[config.mk]
export PLATFORM = sky130hd
export DESIGN_NAME = spread_pwm14
export DESIGN_NICKNAME = d
export VERILOG_FILES = /design/src/rtl/spwm_pkg.sv /design/src/rtl/spwm_prescale.sv /design/src/rtl/spwm_frame.sv /design/src/rtl/spwm_dbuf.sv /design/src/rtl/spwm_shaper.sv /design/src/rtl/spread_pwm14.sv
export SDC_FILE = /design/constraint.sdc
export NUM_CORES = 1
export LEC_CHECK = 0
export BUFFER_PORTS_ARGS = -buffer_cell sky130_fd_sc_hd__clkbuf_2
export CORE_MARGIN = 1
export CORE_UTILIZATION = 30
export DETAILED_ROUTE_END_ITERATION = 10
export PLACE_DENSITY = 0.53
export SETUP_SLACK_MARGIN = 0.02
export SKIP_CTS_REPAIR_TIMING = 1
export SYNTH_ARGS = -nofsm -noshare
export SYNTH_HDL_FRONTEND = slang
export SYNTH_HIERARCHICAL = 1
export SYNTH_SLANG_ARGS = --single-unit
export TNS_END_PERCENT = 1
[constraint.sdc]
create_clock -name clk -period 3.85 [get_ports clk]
set_clock_uncertainty 0.2 [all_clocks]
set_input_delay 0.1925 -clock clk [delete_from_list [all_inputs] [get_ports clk]]
set_output_delay 0.1925 -clock clk [all_outputs]
set_load 0.005 [all_outputs]
[src/rtl/spwm_pkg.sv]
package spwm_pkg;

   // Half-step unit length selector: unit lasts 2**code system clocks
   typedef enum logic [1:0] {
      RATE_X1 = 2'd0,
      RATE_X2 = 2'd1,
      RATE_X4 = 2'd2,
      RATE_X8 = 2'd3
   } rate_e;

   typedef struct packed {
      logic  en;
      rate_e rate;
   } ctl_t;

   localparam int unsigned RATE_MAX_SHIFT = 3;

endpackage

[src/rtl/spwm_prescale.sv]
module spwm_prescale
   import spwm_pkg::*;
(
   input  logic  clk,
   input  logic  rst_n,
   input  rate_e rate,
   output logic  tick
);
   localparam int unsigned PW = RATE_MAX_SHIFT;

   logic [PW-1:0] cnt_q;
   logic [PW-1:0] lim;

   always_comb begin
      lim  = PW'((4'd1 << rate) - 4'd1);
      // >= keeps the counter live when the rate shrinks mid-count
      tick = (cnt_q >= lim);
   end

   always_ff @(posedge clk or negedge rst_n) begin
      if (!rst_n)    cnt_q <= '0;
      else if (tick) cnt_q <= '0;
      else           cnt_q <= cnt_q + PW'(1);
   end
endmodule

[src/rtl/spwm_frame.sv]
module spwm_frame #(
   parameter int unsigned SUB_BITS  = 6,
   parameter int unsigned UNIT_BITS = 8
) (
   input  logic                 clk,
   input  logic                 rst_n,
   input  logic                 tick,
   output logic [SUB_BITS-1:0]  sub_q,
   output logic [UNIT_BITS-1:0] unit_q,
   output logic                 wrap
);
   assign wrap = tick & (&unit_q) & (&sub_q);

   always_ff @(posedge clk or negedge rst_n) begin
      if (!rst_n) begin
         unit_q <= '0;
         sub_q  <= '0;
      end else if (tick) begin
         unit_q <= unit_q + UNIT_BITS'(1);
         if (&unit_q) sub_q <= sub_q + SUB_BITS'(1);
      end
   end
endmodule

[src/rtl/spwm_dbuf.sv]
module spwm_dbuf #(
   parameter int unsigned DW = 14
) (
   input  logic          clk,
   input  logic          rst_n,
   input  logic          wr_lo,
   input  logic          wr_hi,
   input  logic [7:0]    wdata,
   input  logic          wrap,
   output logic [DW-1:0] pend_q,
   output logic [DW-1:0] work_q
);
   localparam int unsigned HW = DW - 8;

   logic [7:0] lo_q;

   always_ff @(posedge clk or negedge rst_n) begin
      if (!rst_n) begin
         lo_q   <= '0;
         pend_q <= '0;
         work_q <= '0;
      end else begin
         if (wr_lo) lo_q   <= wdata;
         if (wr_hi) pend_q <= {wdata[HW-1:0], lo_q};
         if (wrap)  work_q <= pend_q;
      end
   end
endmodule

[src/rtl/spwm_shaper.sv]
module spwm_shaper #(
   parameter int unsigned SUB_BITS  = 6,
   parameter int unsigned UNIT_BITS = 8,
   parameter bit          SPREAD    = 1'b1
) (
   input  logic [SUB_BITS+UNIT_BITS-1:0] work,
   input  logic [SUB_BITS-1:0]           sub,
   input  logic [UNIT_BITS-1:0]          unit,
   output logic                          hi
);
   localparam int unsigned DW = SUB_BITS + UNIT_BITS;

   logic [UNIT_BITS-1:0] quot;
   logic [SUB_BITS-1:0]  rem;
   logic [SUB_BITS-1:0]  order;
   logic                 xtra;
   logic [UNIT_BITS:0]   len;

   assign quot = work[DW-1:SUB_BITS];
   assign rem  = work[SUB_BITS-1:0];

   generate
      if (SPREAD) begin : g_rev
         for (genvar i = 0; i < SUB_BITS; i++) begin : g_bit
            assign order[i] = sub[SUB_BITS-1-i];
         end
      end else begin : g_lin
         assign order = sub;
      end
   endgenerate

   always_comb begin
      xtra = (order < rem);
      len  = {1'b0, quot} + (UNIT_BITS+1)'(1) + (UNIT_BITS+1)'(xtra);
      hi   = ({1'b0, unit} < len);
   end
endmodule

[src/rtl/spread_pwm14.sv]
module spread_pwm14
   import spwm_pkg::*;
#(
   parameter int unsigned SUB_BITS   = 6,
   parameter int unsigned UNIT_BITS  = 8,
   parameter bit          SPREAD     = 1'b1,
   parameter bit          IDLE_LEVEL = 1'b0
) (
   input  logic       clk,
   input  logic       rst_n,
   input  logic       wr_ctl,
   input  logic       wr_lo,
   input  logic       wr_hi,
   input  logic [7:0] wdata,
   output logic       pwm_o
);
   localparam int unsigned DW = SUB_BITS + UNIT_BITS;

   initial begin
      assert (DW > 8 && DW <= 16)
         else $fatal(1, "duty width must lie in 9..16");
      assert (SUB_BITS >= 1 && UNIT_BITS >= 1)
         else $fatal(1, "sub-pulse and unit widths must be non-zero");
   end

   ctl_t                 ctl_q;
   logic                 tick;
   logic                 wrap;
   logic [SUB_BITS-1:0]  sub_q;
   logic [UNIT_BITS-1:0] unit_q;
   logic [DW-1:0]        pend_q;
   logic [DW-1:0]        work_q;
   logic                 hi;

   always_ff @(posedge clk or negedge rst_n) begin
      if (!rst_n) begin
         ctl_q <= '{en: 1'b0, rate: RATE_X1};
      end else if (wr_ctl) begin
         ctl_q.rate <= rate_e'(wdata[1:0]);
         ctl_q.en   <= wdata[2];
      end
   end

   spwm_prescale i_pre (
      .clk   (clk),
      .rst_n (rst_n),
      .rate  (ctl_q.rate),
      .tick  (tick)
   );

   spwm_frame #(.SUB_BITS(SUB_BITS), .UNIT_BITS(UNIT_BITS)) i_frame (
      .clk    (clk),
      .rst_n  (rst_n),
      .tick   (tick),
      .sub_q  (sub_q),
      .unit_q (unit_q),
      .wrap   (wrap)
   );

   spwm_dbuf #(.DW(DW)) i_dbuf (
      .clk    (clk),
      .rst_n  (rst_n),
      .wr_lo  (wr_lo),
      .wr_hi  (wr_hi),
      .wdata  (wdata),
      .wrap   (wrap),
      .pend_q (pend_q),
      .work_q (work_q)
   );

   spwm_shaper #(.SUB_BITS(SUB_BITS), .UNIT_BITS(UNIT_BITS), .SPREAD(SPREAD)) i_shape (
      .work (work_q),
      .sub  (sub_q),
      .unit (unit_q),
      .hi   (hi)
   );

   assign pwm_o = ctl_q.en ? hi : IDLE_LEVEL;
endmodule

## Yosys cells after proc, flatten, opt, wreduce, memory -nomap -nowiden

Index checks and enable logic that the tools add are counted.

- Register bits after elaboration: 56
- Output and inout port bits: 1
- Word-level logic and storage cells: 25

- $add $sub $neg: 6
- Magnitude comparators: 3
- Shifts and indexed selects: 1
- Mux-type cells: 2
- Bitwise gates (word level): 2
- Reductions and logical operators: 3

Operators with widths:

| operator | count |
|---|---|
| $add A8 B1 Y9 const B | 1 |
| $add A9 B1 Y9 | 1 |
| $lt A8 B9 Y1 | 1 |
| $reduce_and A9 Y1 | 1 |
| $add A8 B1 Y8 const B | 1 |
| $reduce_and A8 Y1 | 1 |
| $add A6 B1 Y6 const B | 1 |
| $lt A6 B6 Y1 | 1 |
| $reduce_and A6 Y1 | 1 |
| $add A3 B1 Y3 const B | 1 |
| $ge A3 B3 Y1 | 1 |
| $mux W3 | 1 |
| $shl A1 B2 Y3 const A | 1 |
| $sub A3 B1 Y3 const B | 1 |
| $and A1 B1 Y1 | 2 |
| $mux W1 | 1 |

## Longest topological paths before layout

- Word-level depth: 5
- Depth in mapped cells: 17

## Cells and area by module

The synthesis kept the hierarchy.

Modules (own cells, without submodules):

| module | instances | cells an instance | area an instance (um^2) |
|---|---|---|---|
| spwm_dbuf | 1 | 75 | 1333.8 |
| spwm_frame | 1 | 53 | 664.4 |
| spwm_shaper | 1 | 56 | 419.2 |
| spwm_prescale | 1 | 19 | 203.9 |
| spread_pwm14 | 1 | 7 | 115.1 |

## Worst setup path after synthesis

Ideal clock, no wire load.

- Path type: reg2reg
- From: register ctl_q[0] (netlist name)
- To: register i_dbuf.work_q[10]
- Arrival: 2.705 ns
- Path slack: 0.821 ns
- Cell stages (with the launch flop): 10
- Buffers on the path: 2
- Cells stage by stage: dfrtp_1 or2_2 ha_1 nand2b_1 a31o_1 buf_2 nand3_1 nor4_1 buf_6 mux2_2

- Cells in the longest elaborated chain, start to end: 5

RTL lines:

| what | RTL line | source |
|---|---|---|
| $shl A1 B2 Y3 | spwm_prescale.sv:15 | `lim = PW'((4'd1 << rate) - 4'd1);` |
| $sub A3 B1 Y3 | spwm_prescale.sv:15 |  |
| $ge A3 B3 Y1 | spwm_prescale.sv:17 | `tick = (cnt_q >= lim);` |
| net tick | spread_pwm14.sv:27 | `logic tick;` |
| $and A1 B1 Y1 (2 in series) | spwm_frame.sv:12 | `assign wrap = tick & (&unit_q) & (&sub_q);` |
| net wrap | spread_pwm14.sv:28 | `logic wrap;` |
| end signal: assignment | spwm_dbuf.sv:25 | `if (wrap) work_q <= pend_q;` |
| end: declaration | spwm_dbuf.sv:11 | `output logic [DW-1:0] work_q` |

The timed path passes the listed nets, and every way through them passes these cells.
A chain may end at the register's enable or synchronous reset.

## Worst setup path after layout

- From: register i_frame.sub_q[1]
- To: output pwm_o

- Cells in the longest elaborated chain, start to end: 4

RTL lines:

| what | RTL line | source |
|---|---|---|
| start: declaration | spwm_frame.sv:8 | `output logic [SUB_BITS-1:0] sub_q,` |
| start signal: assignment | spwm_frame.sv:20 | `if (&unit_q) sub_q <= sub_q + SUB_BITS'(1);` |
| $lt A6 B6 Y1 | spwm_shaper.sv:33 | `xtra = (order < rem);` |
| $add A9 B1 Y9 | spwm_shaper.sv:34 | `len = {1'b0, quot} + (UNIT_BITS+1)'(1) + (UNIT_BITS+1)'(xtra);` |
| $lt A8 B9 Y1 | spwm_shaper.sv:35 | `hi = ({1'b0, unit} < len);` |
| net hi | spread_pwm14.sv:33 | `logic hi;` |
| $mux W1 | spread_pwm14.sv:78 | `assign pwm_o = ctl_q.en ? hi : IDLE_LEVEL;` |
| end: declaration | spread_pwm14.sv:15 | `output logic pwm_o` |

The timed path passes the listed nets, and every way through them passes these cells.

==> results.md <==
* Max VDD drop at 0.0002505 V
* Synth Register Bits at 56
* Top FF cell, synth: dfrtp_1
* Io pins at 14
* Static leakage at around 0.0014 uW
* First-pass GRT wire length at between 8000 and 9000 um
* Synth warn at 6
* Global-route usage over all layers at 10.71%
* Synth cell types at 32
* Power per cell area at 460.8 nW/um^2
* Nature of the critical path startpoint: register
* Routability Congestion at 0.8237
* Cell Count, Final, Fillers Out at about 350
* Post-Route WL at 4762 um
* Overflow after GRT at 0
* Fraction of registers with async set or reset after synthesis at 100.0%
* Rows at 34
* Initial detailed-routing violation count at between 40 and 50
* Clk buf depth at 2
* Tcrit/Tclk final at 93.44%
* Fin. max-slew vios at 0
* Via Count at between 1,500 and 2,000
* Outcome: completed
* Slew headroom at between 50% and 60%
* Worst-case hold slack at 0.1265 ns
* CTS tree: done
* Setup_tns at 0 ns
* Crit path max fanout at 4
* Worst Max-Slew Pin Slew at ~0.75 ns
* Fraction of layout cells with a size suffix above 1 at 31.25%
* Total power draw at 1442 uW
* Area Overhead vs Synth at 14.40%
* Crit end category: output port
* Clk root buf: clkbuf_8
* Largest net degree at the start of global routing at 30
* Hold WC Path Type: in2reg
* Final Hold Fails at 0
* DRT Pass-1 Iters at 2
* H-tree levels at 2
* Wire per inst at roughly 14 um
* Die Area at 9507 um^2
* Synth Instances at between 200 and 250
* WS Path Type: reg2out
* Worst Path Arrival at 3.20 ns
* CORE AREA at 8763 um^2
* Register area share after synthesis at 51.21%
* RSZ-0062 raised after global routing: false
* DRC errors left at 0
* Diode count at 0
* Tmin final at 3.597 ns
* Die Wd at ~98 um
* Max Cap Viol at 0
* Via-to-Cell Ratio at 4.707
* Syn avg cell area at 13.03 um^2
* Vias in the first global route at 1,607
* Max Fclk at 0.2780 GHz
* Mapped Area at 2736 um^2
* Setup violators final at 0
* Initial Utilization at 31.23%
* Num CTS Buffers at 5
* # nets final at 272
* Post-synth EDFFs at 0
* Clk_lat worst skew at 0.31 ns
* Syn nets at 243
* Die H at 97.51 um
* Antenna-violating nets left at 0
* Clock Pin Slew Worst Setup and Hold Paths at roughly 0.10 ns
* WP data required at 3.46 ns
* Initial antenna violation count at 0
* Cell Count Post-Placement at 329
* Final HPWL DP at 3482 um
* Sink Count at 56
* Port bufs at 13
area by class of cell:
type / instances / area [um^2]
repair buffers: 26 / 187.7
well taps: 108 / 135.1
fillers: 898 / 5633
inverters: 12 / 45.04
multi-input cells: 138 / 1271
clock inverters: 3 / 21.27
flip-flops and latches: 56 / 1401
clock buffers: 5 / 68.82
kinds of logic after synthesis:
| group | synth area share, % |
|---|---|
| AO/OA/AOI/OAI | 5.121 |
| multiplexers | 16.87 |
| AND/OR/NAND/NOR | 8.734 |
| adder cells (fa/ha/maj) | 9.145 |
| flip-flops | 51.21 |
| buffers and inverters | 2.835 |
| XOR/XNOR | 6.081 |
where the power goes:
| part | internal, uW | total [uW] | switching [uW] |
|---|---|---|---|
| registers | 669 | 763 | 93.7 |
| clock network | 130 | 327 | 197 |
| logic | 184 | 353 | 169 |
layer usage:
metal	share of wire, %	GRT usage (%)	vias up	wire length [um]
met5	0	0	-	0
met4	1.5	4.072	0	70
met3	2.1	2.446	6	100
met2	47	16.46	17	2215
met1	50	14.66	814	2375
li1	-	-	801	-
metrics by stage:
step,util [%],instance area (um^2),worst slack [ns]
2_1_floorplan,-,2736,0.8206
3_3_place_gp,33.38,2925,0.5980
3_5_place_dp,33.38,2925,0.5411
4_1_cts,34.41,3015,0.1944
5_1_grt,35.72,3131,0.006523
6_report,35.72,3131,0.2526
final timing paths:
path / start / end / slack [ns] / cells after the start
max in group asynchronous: rst_n / i_dbuf/work_q[4]$_DFFE_PN0P_ / 2.34 / 3
setup reg to reg: ctl_q[1]$_DFFE_PN0P_ / i_dbuf/work_q[5]$_DFFE_PN0P_ / 0.97 / 8
min in group asynchronous: rst_n / i_pre/cnt_q[0]$_DFF_PN0_ / 0.27 / 2
hold / removal: wr_lo / i_dbuf/lo_q[6]$_DFFE_PN0P_ / 0.13 / 2
setup / recovery: i_frame/sub_q[1]$_DFFE_PN0P_ / pwm_o / 0.25 / 16
hold reg to reg: i_pre/cnt_q[0]$_DFF_PN0_ / i_pre/cnt_q[0]$_DFF_PN0_ / 0.29 / 1
registers in the layout, summed over array words and instances, names as in the netlist:
| name | cells |
|---|---|
| ctl_q | 3 |
| i_dbuf/lo_q | 8 |
| i_dbuf/pend_q | 14 |
| i_dbuf/work_q | 14 |
| i_frame/sub_q | 6 |
| i_frame/unit_q | 8 |
| i_pre/cnt_q | 3 |
critical path: stages, from the launching register on:
cell,delay (ns)
dfrtp_1,0.42
ha_1,0.30
a21o_1,0.15
a21oi_1,0.12
o21ai_0,0.10
ha_2,0.18
inv_1,0.05
ha_2,0.18
nand3_2,0.12
nor2_2,0.13
xnor2_1,0.13
ha_1,0.26
a21o_1,0.16
a211oi_1,0.23
a21o_1,0.14
and2_1,0.11
clkbuf_2,0.10
synth_stat cells (2+ instances only):
master	instances	area (um^2)
dfrtp_1	56	1401
mux2_2	40	450.4
ha_1	20	250.2
inv_1	12	45.04
xor2_1	12	105.1
nand2_1	9	33.78
xnor2_1	7	61.31
a21o_1	5	37.54
nor2_1	5	18.77
a21oi_1	4	20.02
nand3_1	4	20.02
nand4_1	4	25.02
o21ai_0	4	20.02
a311oi_1	3	26.28
buf_2	2	10.01
buf_6	2	22.52
nand2b_1	2	12.51
nand4_4	2	42.54
nor3_1	2	10.01
nor4_2	2	25.02
o211ai_1	2	15.01
placed cells by master (no fill, tap or decap):
cell,count
xor2_1,12
dlygate4sd3_1,10
nor2_2,1
buf_4,3
clkinv_2,1
clkinvlp_4,1
nand4_1,4
nand3_2,1
a311oi_1,3
clkbuf_2,13
ha_1,18
and3_1,1
xnor2_1,7
nor2_1,4
nand4_4,2
o211ai_1,2
or2_2,1
a21oi_1,4
nor2b_1,1
nor3_1,2
o21ai_0,4
nand3_1,4
dfrtp_1,56
and2_1,1
nand2b_1,2
mux2_1,1
mux2_2,40
nor4_2,3
clkbuf_8,5
a31o_1,1
a21o_1,5
o21ai_1,1
nand2_1,9
nor3_2,1
inv_1,12
ha_2,2
a211oi_1,1
inv_6,1
(Power assumes the default switching activity.)
